## src/rtl/swcmd_seq_detect.sv

```systemverilog
module swcmd_seq_detect #(
  parameter int AW = 15,
  parameter logic [AW-1:0] SEQ0 = 15'h0E38,
  parameter logic [AW-1:0] SEQ1 = 15'h31C7,
  parameter logic [AW-1:0] SEQ2 = 15'h03E0,
  parameter logic [AW-1:0] SEQ3 = 15'h3C1F,
  parameter logic [AW-1:0] SEQ4 = 15'h303F,
  parameter logic [AW-1:0] STORE_A = 15'h0FC0,
  parameter logic [AW-1:0] RECALL_A = 15'h0C63
) (
  input  logic          clk,
  input  logic          rst_n,
  input  logic          nv_busy,
  input  logic          rd_en,
  input  logic          wr_en,
  input  logic [AW-1:0] addr,
  output logic          store_req,
  output logic          recall_req
);
  localparam int LAST = 5;

  logic [2:0]    step;
  logic [AW-1:0] want;

  always_comb begin
    case (step)
      3'd0:    want = SEQ0;
      3'd1:    want = SEQ1;
      3'd2:    want = SEQ2;
      3'd3:    want = SEQ3;
      default: want = SEQ4;
    endcase
  end

  wire rd_ok   = rd_en && !wr_en && !nv_busy;
  wire at_end  = (step == 3'(LAST));
  wire advance = rd_ok && !at_end && (addr == want);
  wire fire_st = rd_ok && at_end && (addr == STORE_A);
  wire fire_rc = rd_ok && at_end && (addr == RECALL_A);

  always_ff @(posedge clk) begin
    if (!rst_n) begin
      step       <= '0;
      store_req  <= 1'b0;
      recall_req <= 1'b0;
    end else begin
      store_req  <= fire_st;
      recall_req <= fire_rc;
      if (nv_busy || wr_en)
        step <= '0;
      else if (rd_en) begin
        if (advance)
          step <= step + 3'd1;
        else if (fire_st || fire_rc)
          step <= '0;
        else
          step <= (addr == SEQ0) ? 3'd1 : 3'd0;
      end
    end
  end
endmodule


```

## config.mk

```make
export PLATFORM = sky130hd
export DESIGN_NAME = swcmd_seq_detect
export DESIGN_NICKNAME = d
export VERILOG_FILES = /design/src/rtl/swcmd_seq_detect.sv
export SDC_FILE = /design/constraint.sdc
export NUM_CORES = 1
export LEC_CHECK = 0
export BUFFER_PORTS_ARGS = -buffer_cell sky130_fd_sc_hd__buf_2
export CORE_MARGIN = 5
export CORE_UTILIZATION = 30
export CTS_CLUSTER_DIAMETER = 100
export DETAILED_ROUTE_END_ITERATION = 7
export GPL_ROUTABILITY_DRIVEN = 0
export HOLD_SLACK_MARGIN = 0.15
export SLEW_MARGIN = 10
export SYNTH_ARGS = -nofsm -noshare
export SYNTH_HDL_FRONTEND = slang
export SYNTH_SLANG_ARGS = --single-unit
```

## constraint.sdc

```tcl
create_clock -name clk -period 4.93 [get_ports clk]
set_clock_uncertainty 0.05 [all_clocks]
set_input_delay 0.986 -clock clk [delete_from_list [all_inputs] [get_ports clk]]
set_output_delay 0.986 -clock clk [all_outputs]
set_load 0.03 [all_outputs]
```

==> reports/results.ini <==
[run_status]
status=completed

[clock_network]
numCtsBuffers=3
postCtsSetupRepairBufs=0
ctsHoldBuffers=0
root_buffer=clkbuf_4
worstSkewPairLatency_ps=230
cts_tree=built
clockBufferDepth=2
cts_num_sinks=5
cts_max_level=1
cts-resized-gates=0
clkTransAtPathRegs_ps=40

[sta]
final-max-slew-violation-count=0
min_period_over_period_pct=49.6
slew_headroom_pct=60.5
setup_viol=0
fin_tns_setup_ps=0
fmax_ghz=0.409
tightest_slew_ps=584
period_needed_ps=2440
rsz0062_at_grt=no
hold_violations=0
postLayoutSetupSlackWorst_ps=2490

[global_route]
grt_max_degree=9
globalRoute.totalOverflow=0
grt_pass1_wl_um=2730
grt_pass1_vias=637
antenna_found_initial=0
grt.total_usage_pct=12.9
grt_util_met3_pct=2.28
met1_usage_pct=16.7
top_usage_layer=met2
met2_usage_pct=20.9

[flow_run]
maxCapViolations=0

[yosys]
synth_top_area_share_pct=18.3
yosys-top-cells-area=dfxtp_1, ha_1, nand2_1, a2111oi_4, nand4b_1
ys_warn_count=0
synthFlopType=dfxtp_1
ys_async_sr_fraction_pct=0
synth_fp_nets=92
synth_cells=67
synth_most_common_cell=nand2_1
seq_area_frac_synth_pct=18.3
yosys_register_bits=5
syn_area_um2=547
ys_types=32
avgSynthCellArea_um2=8.16
synthTopCellsByCount=nand2_1, nor2_1, dfxtp_1, ha_1, nor3_1
yosysTopAreaCell=dfxtp_1
synth-edff-count=0

[setup_path]
crit_cells=6
r2r_cells=6
cp-start-kind=input pin
crit_path_start=addr[3]
cp-endpoint=step[0]
arrival_ps=2520
worstSetupPathType=in -> reg
cp_slowest_cell=or4_4
timing.rr.end=step[0]
cpPeakStageDelay_ps=430
path_buf_inv=1
crit_path_cell_trace=buf_2 -> or2_2 -> or4_4 -> a2111oi_4 -> a31o_2 -> o21ai_1
rrSetupSlack_ps=2710
critPathTopFamily=simple AND/OR/NAND/NOR gates
critPathMaxFanout=4
crit_required_ps=5000
r2r-start=step[0]
endpoint_kind=flop

[pwr]
p_int_mw=0.0813
leakage_nw=0.252
pwr-share-seq_pct=37.4
p_switching_mw=0.0274
pwr-share-comb_pct=20.5
switching_share_pct=25.2
power_density_mw_per_mm2=153
vdd_drop_max_v=0.000105
clock_power_share_pct=42.1

[drt]
dr.pass1.iters=2
routedWlPerCell_um=12.5
drc_errors=0
vias=597
initialDrtViolationCount=7
via_per_inst=5.10
ant_nets=0
wirelength_um=1460

[placement]
place_inst=113
dpl.hpwl_um=1270
place_ws_ps=2240
port_buffers=21

[finish]
area.sequential_um2=100
utilization_pct=41.1
final_nets=118
diodes=0
drive_gt1_share_pct=34.8
fillers=194
multiInputGateArea_um2=435
final_cells=117
area_growth_syn_to_layout_pct=29.7

[floorplanning]
die_h_um=52.7
row_count=15
ios=22
start_util_pct=31.7
dieWidth_um=52.7
core_mm2=0.00173
fp.dieArea_mm2=0.00278

[hold_path]
hold_class=reg -> reg

==> worst register-to-register path, delay by kind of cell, from the launching register on <==
kind / cells / cell delay [ps]
AO/OA/AOI/OAI: 3 / 680
AND/OR/NAND/NOR: 1 / 530
flip-flops: 1 / 440
adder cells (fa/ha/maj): 1 / 250
buffers and inverters: 1 / 150
==> power by group through the flow <==
stage                     clock [mW]  combinational (mW)  sequential (mW)
final                         0.0457              0.0223           0.0406
after detailed placement           0              0.0221           0.0413
after global placement             0              0.0217           0.0413
after global routing          0.0523              0.0252           0.0405
after floorplan                    0             0.00895           0.0413
after CTS                     0.0487              0.0222           0.0406
==> flip-flops by register name, indices dropped and copies added, names as in the netlist <==
signal      cells
step            3
recall_req      1
store_req       1
==> stage by stage <==
| step | instance area [um2] | total power [mW] | hold WS [ps] |
|---|---|---|---|
| after floorplan | 547 | 0.0502 | 432 |
| after global placement | 683 | 0.0630 | 459 |
| after detailed placement | 683 | 0.0634 | 470 |
| after CTS | 709 | 0.111 | 478 |
| after global routing | 709 | 0.118 | 538 |
| final | 709 | 0.109 | 477 |
==> cell usage in the layout (no fill, tap or decap), drive strengths merged <==
cell type	Yosys	layout
a41oi	1	1
o32ai	1	1
or2b	1	1
nand2	9	9
nor4b	1	1
a31oi	1	1
nand2b	1	1
or2	1	1
and4	1	1
dfxtp	5	5
ha	5	5
clkbuf	0	4
a31o	1	1
o22ai	1	1
buf	0	21
nand4	1	1
nor4	3	3
o21ai	2	2
o311ai	1	1
a211oi	1	1
nor2	6	6
o21bai	2	2
nand4b	3	3
nand3	2	2
a21oi	3	3
inv	3	3
o31a	2	2
a2111oi	1	1
or4	2	2
nor3	4	4
nor2b	2	2
==> layer usage <==
metal	wire (um)	vias up	share of wire, %
li1	-	312	-
met1	732	272	50
met2	668	13	46
met3	59	0	4.0
met4	0	0	0
met5	0	-	0
==> cell type report <==
| class | instances | area share, % |
|---|---|---|
| well taps | 25 | 4.41 |
| clock buffers | 4 | 3.70 |
| repair buffers | 21 | 14.8 |
| multi-input cells | 59 | 61.4 |
| inverters | 3 | 1.59 |
| flip-flops and latches | 5 | 14.1 |
==> worst min path at each step <==
stage | startpoint | to | slack [ps] | depth (start not counted)
after floorplan | step[1] | step[1] | 430 | 2
after global placement | step[1] | step[1] | 460 | 2
after detailed placement | step[1] | step[1] | 470 | 2
after CTS | step[1] | step[1] | 480 | 2
after global routing | step[1] | step[1] | 540 | 2
final | step[1] | step[1] | 480 | 2
==> cell families (layout without fill, tap and decap cells) <==
family	count (synthesis)	count (layout)	share of synthesized area, %
AND/OR/NAND/NOR	37	37	37.8
AO/OA/AOI/OAI	17	17	30.4
adder cells (fa/ha/maj)	5	5	11.4
buffers and inverters	3	28	2.06
flip-flops	5	5	18.3
Power figures use the tool's default switching activity.
